--- src/rtl/irq_pkg.sv ---
package irq_pkg;
  localparam int unsigned NUM_EVT = 5;
  localparam int unsigned DATA_W  = 8;
  localparam int unsigned ADDR_W  = 8;

  localparam logic [7:0] ADDR_HIST = 8'h00;
  localparam logic [7:0] ADDR_STAT = 8'h01;
  localparam logic [7:0] ADDR_MASK = 8'hA0;
  localparam logic [7:0] ADDR_CFG  = 8'hA5;

  typedef struct packed {
    logic act_high;
    logic push_pull;
  } pin_cfg_t;
endpackage

--- src/rtl/irq_hist.sv ---
module irq_hist #(
  parameter int unsigned NUM_EVT = irq_pkg::NUM_EVT
) (
  input  logic               clk_i,
  input  logic               rst_ni,
  input  logic [NUM_EVT-1:0] evt_i,
  input  logic               clr_i,
  output logic [NUM_EVT-1:0] hist_o
);
  for (genvar i = 0; i < NUM_EVT; i++) begin : g_bit
    // on read: keep only still-present events (incl. new ones this cycle)
    always_ff @(posedge clk_i or negedge rst_ni) begin
      if (!rst_ni)    hist_o[i] <= 1'b0;
      else if (clr_i) hist_o[i] <= evt_i[i];
      else            hist_o[i] <= hist_o[i] | evt_i[i];
    end
  end
endmodule

--- src/rtl/irq_regs.sv ---
module irq_regs
  import irq_pkg::*;
#(
  parameter int unsigned NUM_EVT = irq_pkg::NUM_EVT,
  parameter int unsigned DATA_W  = irq_pkg::DATA_W,
  parameter int unsigned ADDR_W  = irq_pkg::ADDR_W
) (
  input  logic               clk_i,
  input  logic               rst_ni,
  input  logic               req_i,
  input  logic               we_i,
  input  logic [ADDR_W-1:0]  addr_i,
  input  logic [DATA_W-1:0]  wdata_i,
  input  logic [NUM_EVT-1:0] evt_i,
  input  logic [NUM_EVT-1:0] hist_i,
  output logic [NUM_EVT-1:0] mask_o,
  output pin_cfg_t           cfg_o,
  output logic               hist_rd_o,
  output logic [DATA_W-1:0]  rdata_o
);
  localparam logic [ADDR_W-1:0] A_HIST = ADDR_W'(ADDR_HIST);
  localparam logic [ADDR_W-1:0] A_STAT = ADDR_W'(ADDR_STAT);
  localparam logic [ADDR_W-1:0] A_MASK = ADDR_W'(ADDR_MASK);
  localparam logic [ADDR_W-1:0] A_CFG  = ADDR_W'(ADDR_CFG);

  logic rd, wr;
  logic [DATA_W-1:0] rd_val;

  assign rd        = req_i & ~we_i;
  assign wr        = req_i &  we_i;
  assign hist_rd_o = rd && (addr_i == A_HIST);

  always_ff @(posedge clk_i or negedge rst_ni) begin
    if (!rst_ni) begin
      mask_o <= '0;
      cfg_o  <= '0;
    end else if (wr) begin
      if (addr_i == A_MASK) mask_o <= wdata_i[NUM_EVT-1:0];
      if (addr_i == A_CFG)  cfg_o  <= pin_cfg_t'(wdata_i[1:0]);
    end
  end

  always_comb begin
    rd_val = '0;
    unique case (addr_i)
      A_HIST:  rd_val[NUM_EVT-1:0] = hist_i;
      A_STAT:  rd_val[NUM_EVT-1:0] = evt_i;
      A_MASK:  rd_val[NUM_EVT-1:0] = mask_o;
      A_CFG:   rd_val[1:0]         = cfg_o;
      default: rd_val              = '0;
    endcase
  end

  always_ff @(posedge clk_i or negedge rst_ni) begin
    if (!rst_ni)  rdata_o <= '0;
    else if (rd)  rdata_o <= rd_val;
  end
endmodule

--- src/rtl/irq_pin.sv ---
module irq_pin
  import irq_pkg::*;
#(
  parameter int unsigned NUM_EVT = irq_pkg::NUM_EVT
) (
  input  logic [NUM_EVT-1:0] hist_i,
  input  logic [NUM_EVT-1:0] mask_i,
  input  pin_cfg_t           cfg_i,
  output logic               pin_o,
  output logic               pin_oe_o
);
  logic active;

  assign active   = |(hist_i & mask_i);
  assign pin_o    = active ? cfg_i.act_high : ~cfg_i.act_high;
  // open-drain: drive only the asserted level, release otherwise
  assign pin_oe_o = cfg_i.push_pull | active;
endmodule

--- src/rtl/irq_gen.sv ---
module irq_gen
  import irq_pkg::*;
#(
  parameter int unsigned NUM_EVT = irq_pkg::NUM_EVT,
  parameter int unsigned DATA_W  = irq_pkg::DATA_W,
  parameter int unsigned ADDR_W  = irq_pkg::ADDR_W
) (
  input  logic               clk_i,
  input  logic               rst_ni,
  input  logic [NUM_EVT-1:0] evt_i,
  input  logic               req_i,
  input  logic               we_i,
  input  logic [ADDR_W-1:0]  addr_i,
  input  logic [DATA_W-1:0]  wdata_i,
  output logic [DATA_W-1:0]  rdata_o,
  output logic               pin_o,
  output logic               pin_oe_o
);
  logic [NUM_EVT-1:0] hist_q;
  logic [NUM_EVT-1:0] mask_q;
  pin_cfg_t           cfg_q;
  logic               hist_rd;

  irq_hist #(.NUM_EVT(NUM_EVT)) i_hist (
    .clk_i  (clk_i),
    .rst_ni (rst_ni),
    .evt_i  (evt_i),
    .clr_i  (hist_rd),
    .hist_o (hist_q)
  );

  irq_regs #(.NUM_EVT(NUM_EVT), .DATA_W(DATA_W), .ADDR_W(ADDR_W)) i_regs (
    .clk_i     (clk_i),
    .rst_ni    (rst_ni),
    .req_i     (req_i),
    .we_i      (we_i),
    .addr_i    (addr_i),
    .wdata_i   (wdata_i),
    .evt_i     (evt_i),
    .hist_i    (hist_q),
    .mask_o    (mask_q),
    .cfg_o     (cfg_q),
    .hist_rd_o (hist_rd),
    .rdata_o   (rdata_o)
  );

  irq_pin #(.NUM_EVT(NUM_EVT)) i_pin (
    .hist_i   (hist_q),
    .mask_i   (mask_q),
    .cfg_i    (cfg_q),
    .pin_o    (pin_o),
    .pin_oe_o (pin_oe_o)
  );
endmodule

--- config.mk ---
export PLATFORM = sky130hd
export DESIGN_NAME = irq_gen
export DESIGN_NICKNAME = d
export VERILOG_FILES = /design/src/rtl/irq_pkg.sv /design/src/rtl/irq_hist.sv /design/src/rtl/irq_regs.sv /design/src/rtl/irq_pin.sv /design/src/rtl/irq_gen.sv
export SDC_FILE = /design/constraint.sdc
export NUM_CORES = 1
export LEC_CHECK = 0
export ABC_AREA = 1
export BUFFER_PORTS_ARGS = -buffer_cell sky130_fd_sc_hd__buf_2
export CAP_MARGIN = 20
export CELL_PAD_IN_SITES_DETAIL_PLACEMENT = 1
export CELL_PAD_IN_SITES_GLOBAL_PLACEMENT = 1
export CORE_UTILIZATION = 31
export DETAILED_ROUTE_END_ITERATION = 8
export HOLD_SLACK_MARGIN = 0.08
export PLACE_DENSITY_LB_ADDON = 0.1
export SETUP_SLACK_MARGIN = 0.1
export SLEW_MARGIN = 20
export SYNTH_ARGS = -nofsm -noshare
export SYNTH_HDL_FRONTEND = slang
export SYNTH_HIERARCHICAL = 1
export SYNTH_SLANG_ARGS = --single-unit
--- constraint.sdc ---
create_clock -name clk_i -period 0.9 [get_ports clk_i]
set_clock_uncertainty 0.1 [all_clocks]
set_input_delay 0.045 -clock clk_i [delete_from_list [all_inputs] [get_ports clk_i]]
set_output_delay 0.045 -clock clk_i [all_outputs]
set_load 0.01 [all_outputs]
* Word-level counts from Yosys, hierarchy flattened
Index checks and enable logic that the tools add are counted.
** Word-level totals
- Word-level logic and storage cells :: 36
- Output and inout port bits :: 10
- Flip-flop bits (word level) :: 17
** Operators by class
- Muxes and demuxes :: 8
- Bitwise logic cells :: 11
- Reductions and logical operators :: 5
- Eq/ne operators :: 3
** Operator list (number)
- $eq A8 B8 Y1 const B :: 2
- $pmux W3 S3 :: 1
- $eq A8 B1 Y1 const B :: 1
- $logic_not A8 Y1 :: 1
- $pmux W2 S4 :: 1
- $mux W1 :: 6
- $or A1 B1 Y1 :: 6
- $and A5 B5 Y5 :: 1
- $reduce_or A5 Y1 :: 1
- $reduce_and A2 Y1 :: 2
- $and A1 B1 Y1 :: 2
- $not A1 Y1 :: 2
- $logic_and A1 B1 Y1 :: 1

* Depth between registers and ports, before layout
Gate-level depths: netlist of run 1.
- Depth after elaboration :: 4
- Gate-level depth with buffers :: 7

* By module
Netlist of run 1, hierarchy kept.
** Modules (own cells, without submodules)
- irq_regs :: sequential area each 300.3 um2, cells each 104, times used 1, area an instance 765.7 um2
- irq_hist :: sequential area each 125.1 um2, cells each 21, times used 1, area an instance 185.2 um2
- irq_pin :: sequential area each 0.0 um2, cells each 16, times used 1, area an instance 75.1 um2

* Worst setup path after synthesis of run 1
Ideal clock, no wire load.
- Path type :: input port to flip-flop
- From :: input port req_i
- To :: register i_hist.hist_o[3]
- Setup time :: 0.117 ns
- Buffers on the path :: 0
- Path slack :: -0.002 ns
- Cell stages on the path :: 7
- Data arrival time :: 0.685 ns
- Data required time :: 0.683 ns
- Path through :: inv_1 nor2_4 inv_1 nor3_1 inv_2 nand2_1 nand2_1
** Between the ends
- Cells in the longest elaborated chain, start to end :: 3
** Ends and longest elaborated chain
- from (decl) :: RTL line irq_gen.sv:11 : input logic req_i,
- $and A1 B1 Y1 :: RTL line irq_regs.sv:29 : assign rd = req_i & ~we_i;
- $logic_and A1 B1 Y1 :: RTL line irq_regs.sv:31 : assign hist_rd_o = rd && (addr_i == A_HIST);
- via hist_rd :: RTL line irq_gen.sv:22 : logic hist_rd;
- $mux W1 :: RTL line irq_hist.sv:14 : else if (clr_i) hist_o[i] <= evt_i[i];
- to (signal, indexed assignment) :: RTL line irq_hist.sv:14
- to (signal, indexed assignment) :: RTL line irq_hist.sv:15 : else hist_o[i] <= hist_o[i] | evt_i[i];
- to (decl) :: RTL line irq_hist.sv:8 : output logic [NUM_EVT-1:0] hist_o
The timed path passes the listed nets, and every way through them passes these cells.
A chain may end at the register's enable or synchronous reset.

* Final worst setup path of run 1
- From :: register i_regs.mask_o[4]
- To :: output port pin_o
** Between the ends
- Cells in the longest elaborated chain, start to end :: 3
** Ends and longest elaborated chain
- from (decl) :: RTL line irq_regs.sv:16 : output logic [NUM_EVT-1:0] mask_o,
- from (signal assigned) :: RTL line irq_regs.sv:38 : if (addr_i == A_MASK) mask_o <= wdata_i[NUM_EVT-1:0];
- $and A5 B5 Y5 :: RTL line irq_pin.sv:14 : assign active = |(hist_i & mask_i);
- $reduce_or A5 Y1 :: RTL line irq_pin.sv:14
- $mux W1 :: RTL line irq_pin.sv:15 : assign pin_o = active ? cfg_i.act_high : ~cfg_i.act_high;
- to (decl) :: RTL line irq_gen.sv:16 : output logic pin_o,
Every way passes these cells.

==> metrics.md, run 1 <==
| Metric | Value |
|---|---|
| Number of max-slew violations in the final report | `0` |
| Fin Setup TNS | `-2.782 ns` |
| PnR worst setup slack | `-0.5245 ns` |
| Clk_lat worst skew | `0.30 ns` |
| Num rows | `20` |
| Drt pass-1 iters | `4` |
| Vias in the first global route | `1175` |
| CTS tree | `done` |
| Routed Antenna Nets | `0` |
| Top-area cell type share of the netlist area | `41.46%` |
| Count leader, synth | `nand2_1` |
| Critical path required time | `0.75 ns` |
| CTS Sinks | `17` |
| Initial DRC count | `36` |
| Initial Util | `33.06%` |
| Register-to-register setup slack | `-0.33 ns` |
| Final WL | `3546 um` |
| Synth Area in XOR/XNOR | `0%` |
| Io pins | `35` |
| Final std cells w/o fill | `254` |
| Die height | `59.53 um` |
| Post-synth EDFFs | `0` |
| Hold EP | `i_regs/mask_o[0]` |
| Worst R2R Start | `i_hist/hist_o[4]` |
| Antenna violations before repair | `0` |
| Final Hold Fails | `2` |
| Commonest cells in the netlist | `nand2_1, inv_1, dfrtp_1, nand3_1, o21ai_1` |
| Max incr delay on CP | `0.42 ns` |
| Synth Area in Compound Gates | `5.976%` |
| Synth Area in Simple Gates | `41.59%` |
| Synth area leader | `dfrtp_1` |
| DR DRC count | `0` |
| Max-cap viol count | `0` |
| Cell mode on critical path | `nand2_2` |
| Max Fclk | `702.0 MHz` |
| Fillcell total | `399` |
| DP Area | `1361 um2` |
| Critical path arrival | `1.28 ns` |
| Clk root buf | `clkbuf_4` |
| Port buffer count | `28` |
| Synth-to-Final Area Change | `75.85%` |
| Unrepaired setup endpoints after global routing | `true` |
| Avg Cell Area, Syn | `7.276 um2` |
| Layout cells sized above 1 | `52.86%` |
| Largest family of logic cells by synthesized area | `simple AND/OR/NAND/NOR gates` |
| CTS Buf Count | `3` |
| R2R depth | `7` |
| Register area share after synthesis | `41.46%` |
| Tot GR Track Use | `20.45%` |
| Final Critical Period | `1.424 ns` |
| Via Count | `1186` |
| Crit path max fanout | `2` |
| Startpoint Class | `flip-flop` |
| Footprint of the multi-input gates | `678.2 um2` |
| Placed insts | `226` |
| H-tree Lvls | `1` |
| Yosys warns | `6` |
| Failing checks | `hold timing, setup timing` |
| #FFs+latches synth | `17` |
| Maximum root-to-sink buffer count | `2` |
| Setup crit end kind | `output pin` |
| Hold Slack | `-0.09920 ns` |
| Hold_sp | `wdata_i[0]` |
| Finished layout cell area | `1804 um2` |
| Status | `finished, violations left` |
| Synth Cell Area | `1026 um2` |
| P_leak | `0.0009899 uW` |
| Register Area | `425.4 um2` |
| Post-synth ARST share | `100.0%` |
| Hold-fix buffers, CTS | `11` |
| Hold path cells | `3` |
| Core Box Area | `3103 um2` |
| Reg2reg end | `i_regs/rdata_o[4]` |
| Antenna diodes | `0` |
| Critical path cell sequence | `nand2_2 > nand2_2 > nor2_4 > nand3_2 > nand2_2 > buf_6` |
| Mux share of post-synthesis cell area | `0%` |
| Type of the worst setup path | `flip-flop to output pin` |
| Routability Congestion | `0.7562` |
| Worst-path clk slew | `0.11 ns` |
| Die area | `3544 um2` |
| CP max stage cell | `dfrtp_1` |
| Routed len/inst | `13.96 um` |
| Synth top area cells | `dfrtp_1, nand2_1, nand3_1` |
| GRT overflow | `0` |
| Setup Viol. Count Final | `15` |
| Adder-Cell Fraction of Synth Area | `0%` |
| Post-DP HPWL | `2240 um` |
| Horizontal die dimension | `59.53 um` |
| Nets@finish | `236` |
| Final Cycle Share | `158.3%` |
| Ys flop type | `dfrtp_1` |
| Cells after synthesis | `141` |
| Worst hold path type | `input port to flip-flop` |
| Power density over the cells | `886.1 nW/um2` |
| DR vias/cell | `4.669` |
| Pin count of the biggest net entering global routing | `18` |
| Max VDD drop | `0.3909 mV` |
| Netlist cell types | `20` |
| Global-route wire length before repair | `5209 um` |
==> worst max path at each step <==
stage | slack, ns | cells after the start | to | start
5_1_grt | -0.59 | 6 | pin_o | i_hist/hist_o[4]
2_1_floorplan | 0.005 | 4 | pin_o | i_hist/hist_o[3]
3_3_place_gp | -0.22 | 8 | i_regs/rdata_o[0] | addr_i[4]
3_5_place_dp | -0.26 | 8 | i_regs/rdata_o[4] | addr_i[4]
4_1_cts | -0.51 | 6 | pin_o | i_hist/hist_o[0]
6_report | -0.52 | 6 | pin_o | i_regs/mask_o[4]
==> repair_timing <==
action | in CTS | in global routing
cloned | 0 | 1
gates resized for setup | 20 | 35
hold endpoints to repair | 34 | 5
endpoints found under the setup margin | 22 | 24
pin swaps | 12 | 23
setup buffers | 6 | 12
==> report_power, final <==
part           switching [uW]  internal (uW)
clock                     269            173
sequential               10.3            776
combinational             201            170
total                     480           1120
==> per-stage QoR <==
stage / worst slack, ns / utilization, % / power, uW
final: -0.5245 / 58.15 / 1599
after global routing: -0.5940 / 58.15 / 1676
after CTS: -0.5057 / 51.45 / 1555
after detailed placement: -0.2569 / 43.87 / 1069
after global placement: -0.2215 / 43.87 / 1058
after floorplan: 0.005118 / - / 936.0
==> metal layers <==
layer	up-vias	track usage (%)	wire length (um)
met2	32	37.24	1838
met5	-	0	0
met4	0	11.96	151
met3	14	3.057	95
li1	568	-	-
met1	572	22.25	1461
==> logic make-up after synthesis <==
logic type,Yosys count
AND/OR/NAND/NOR,87
flip-flops,17
buffers and inverters,26
other,1
AO/OA/AOI/OAI,10
==> placed cells by master, fill, tap and decap left out <==
master / count
dlygate4sd3_1: 10
inv_2: 3
nand3_2: 8
o21a_1: 2
buf_6: 11
inv_8: 2
inv_1: 17
clkbuf_1: 1
nand2_8: 1
clkbuf_4: 3
buf_2: 26
nand2_1: 33
nor2_1: 2
nand3b_1: 1
dfrtp_1: 17
nor2_8: 1
nand2_2: 17
o21bai_1: 1
nand3_1: 9
buf_12: 1
o21ai_1: 3
nor3_2: 1
nand4_4: 2
nand2_4: 5
buf_4: 17
inv_16: 1
nor2_4: 5
o21ai_2: 4
nor2_2: 3
conb_1: 3
==> final cells by class <==
type / instances / share of cell area (%)
clock buffers: 4 / 1.456
flip-flops and latches: 17 / 23.58
multi-input cells: 101 / 37.59
repair buffers: 65 / 27.81
well taps: 44 / 3.051
inverters: 23 / 6.519
==> state kept, by name (all words and copies together), names as in the netlist <==
register and count:
i_hist/hist_o 5, i_regs/cfg_o 2, i_regs/mask_o 5, i_regs/rdata_o 5
==> critical path: cells and delay by family (launching register included) <==
kind,cells,cell delay (ns)
flip-flops,1,0.42
AND/OR/NAND/NOR,5,0.46
buffers and inverters,1,0.09
No activity file was read; power rests on OpenSTA's default activity.
==> inputs of run 2 (changes only) <==
--- a/config.mk
+++ b/config.mk
@@ -6,12 +6,13 @@
 export NUM_CORES = 1
 export LEC_CHECK = 0
 export ABC_AREA = 1
-export BUFFER_PORTS_ARGS = -buffer_cell sky130_fd_sc_hd__buf_2
 export CAP_MARGIN = 20
 export CELL_PAD_IN_SITES_DETAIL_PLACEMENT = 1
 export CELL_PAD_IN_SITES_GLOBAL_PLACEMENT = 1
-export CORE_UTILIZATION = 31
+export CORE_UTILIZATION = 40
+export CTS_BUF_LIST = sky130_fd_sc_hd__clkbuf_2
 export DETAILED_ROUTE_END_ITERATION = 8
+export DONT_BUFFER_PORTS = 1
 export HOLD_SLACK_MARGIN = 0.08
 export PLACE_DENSITY_LB_ADDON = 0.1
 export SETUP_SLACK_MARGIN = 0.1
==> metrics.md, run 2 (synthesis results as in run 1) <==
| Metric | Value |
|---|---|
| Status | `finished, violations left` |
| Failing checks | `hold timing, setup timing` |
| Crit path capture | `pin_o` |
| Die area | `2772 um2` |
| CTS Buf Count | `3` |
| Setup Viol. Count Final | `15` |
| Crit path depth | `5` |
| Placed insts | `173` |
| Largest regs | `i_hist/hist_o (5), i_regs/mask_o (5), i_regs/rdata_o (5)` |
| Maximum root-to-sink buffer count | `2` |
| Routed len/inst | `16.51 um` |
| Nets@finish | `196` |
| Type of the worst setup path | `flip-flop to output pin` |
| Io pins | `35` |
| CP max stage cell | `dfrtp_1` |
| Worst hold path type | `input port to asynchronous set/reset pin` |
| Max-cap viol count | `0` |
| Most common cell after layout, fill and taps aside | `nand2_1` |
| Register-to-register setup slack | `-0.29 ns` |
| Global-route wire length before repair | `4698 um` |
| Clk_lat worst skew | `0.29 ns` |
| Routability Congestion | `0.7722` |
| Critical path required time | `0.75 ns` |
| Post-DP HPWL | `2138 um` |
| Final std cells w/o fill | `198` |
| Int Pwr | `1005 uW` |
| Worst Max-Slew Pin Slew | `0.7960 ns` |
| Core Box Area | `2318 um2` |
| Drt pass-1 iters | `4` |
| Via Count | `1039` |
| Initial Util | `44.25%` |
| Combinational power share | `18.2%` |
| Critical path arrival | `1.22 ns` |
| Startpoint Class | `flip-flop` |
| Synth-to-Final Area Change | `37.81%` |
| Max-slew headroom | `46.94%` |
| Psw | `387.8 uW` |
| Num rows | `17` |
| PnR worst setup slack | `-0.4627 ns` |
| CTS tree | `done` |
| Finished layout cell area | `1414 um2` |
| CTS Sinks | `17` |
| Vias in the first global route | `1059` |
| GRT overflow | `0` |
| Crit path max fanout | `3` |
| Layout cells sized above 1 | `35.29%` |
| Die height | `52.65 um` |
| P_leak | `0.0007672 uW` |
| Initial DRC count | `16` |
| Worst R2R Start | `i_regs/mask_o[0]` |
| Worst-path clk slew | `0.16 ns` |
| Final Critical Period | `1.363 ns` |
| Unrepaired setup endpoints after global routing | `true` |
| Final WL | `3269 um` |
| R2R depth | `6` |
| Finished Core Util | `60.98%` |
| Bufs and invs on worst path | `1` |
| Routed Antenna Nets | `0` |
| Pin count of the biggest net entering global routing | `18` |
| Clk root buf | `clkbuf_2` |
| DR DRC count | `0` |
| Sw Share | `27.84%` |
| Max Fclk | `733.9 MHz` |
| Place WS | `-0.07662 ns` |
| DP Area | `1134 um2` |
| Tot GR Track Use | `23.72%` |
| Critical path startpoint | `i_hist/hist_o[2]` |
| Max incr delay on CP | `0.44 ns` |
| Hold-fix buffers, CTS | `11` |
| H-tree Lvls | `1` |
| Port buffer count | `0` |
| Hold Slack | `-0.2320 ns` |
| Final Hold Fails | `29` |
| Critical path cell sequence | `nand2_1 > nand2_1 > inv_1 > nand3_1 > nand2_2` |
| Reg2reg end | `i_regs/rdata_o[0]` |
| Horizontal die dimension | `52.65 um` |
| Power density over the cells | `985.1 nW/um2` |
| Fillcell total | `294` |
| Seq pwr share | `56.6%` |
| Cell mode on critical path | `nand2_1` |
| DR vias/cell | `5.247` |
| Max VDD drop | `0.8266 mV` |
| Setup crit end kind | `output pin` |
| Top delay family on crit path | `flip-flops` |
| Final Cycle Share | `151.4%` |
| Clock share of power | `25.3%` |
| Leading cell types in the layout, fill and taps excluded | `nand2_1, inv_1, dfrtp_1` |
| Number of max-slew violations in the final report | `0` |
| Antenna diodes | `0` |
| Antenna violations before repair | `0` |
## run 2: what timing repair did
| item | 4_1_cts | 5_1_grt |
|---|---|---|
| endpoints found under the setup margin | 15 | 38 |
| endpoints found under the hold margin | 34 | 34 |
| gates resized for setup | 2 | 21 |
| buffers inserted | 6 | 6 |
| pin swaps | 2 | 9 |
## run 2: final cells by class
class / count / area, um2 / area share [%]
inverters: 23 / 112.6 / 7.965
repair buffers: 26 / 244.0 / 17.26
flip-flops and latches: 17 / 425.4 / 30.09
multi-input cells: 100 / 576.8 / 40.80
clock buffers: 4 / 20.02 / 1.416
well taps: 28 / 35.03 / 2.478
## run 2: how the worst min path moves through the flow
stage                     startpoint                end  cells after the start  slack (ns)
after detailed placement      rst_ni  i_regs/rdata_o[4]                      0       -0.35
final                         rst_ni  i_regs/rdata_o[4]                      1       -0.23
after CTS                       we_i   i_regs/mask_o[0]                      2       -0.15
after floorplan               rst_ni   i_hist/hist_o[0]                      0       -0.35
after global routing          rst_ni   i_regs/mask_o[4]                      1       -0.20
after global placement        rst_ni  i_regs/rdata_o[2]                      0       -0.35
## run 2: power by group through the flow
stage          clock network (uW)  logic (uW)  registers [uW]
5_1_grt                       404         276             789
6_report                      352         253             788
4_1_cts                       367         231             786
3_3_place_gp                    0         159             800
3_5_place_dp                    0         166             801
2_1_floorplan                   0         138             798
## run 2: layer usage
layer	up-vias	track usage [%]	part of all wire (%)
met2	39	43.67	54
met1	506	26.76	40
met3	6	6.377	5.7
li1	488	-	-
met5	-	0	0
met4	0	5.263	0.83
## run 2: through the flow
step	TNS, ns	total power [uW]
floorplan	0	936.0
global placement	-0.3801	959.1
detailed placement	-0.6791	966.9
CTS	-1.264	1384
global route	-2.585	1469
finish	-1.779	1393
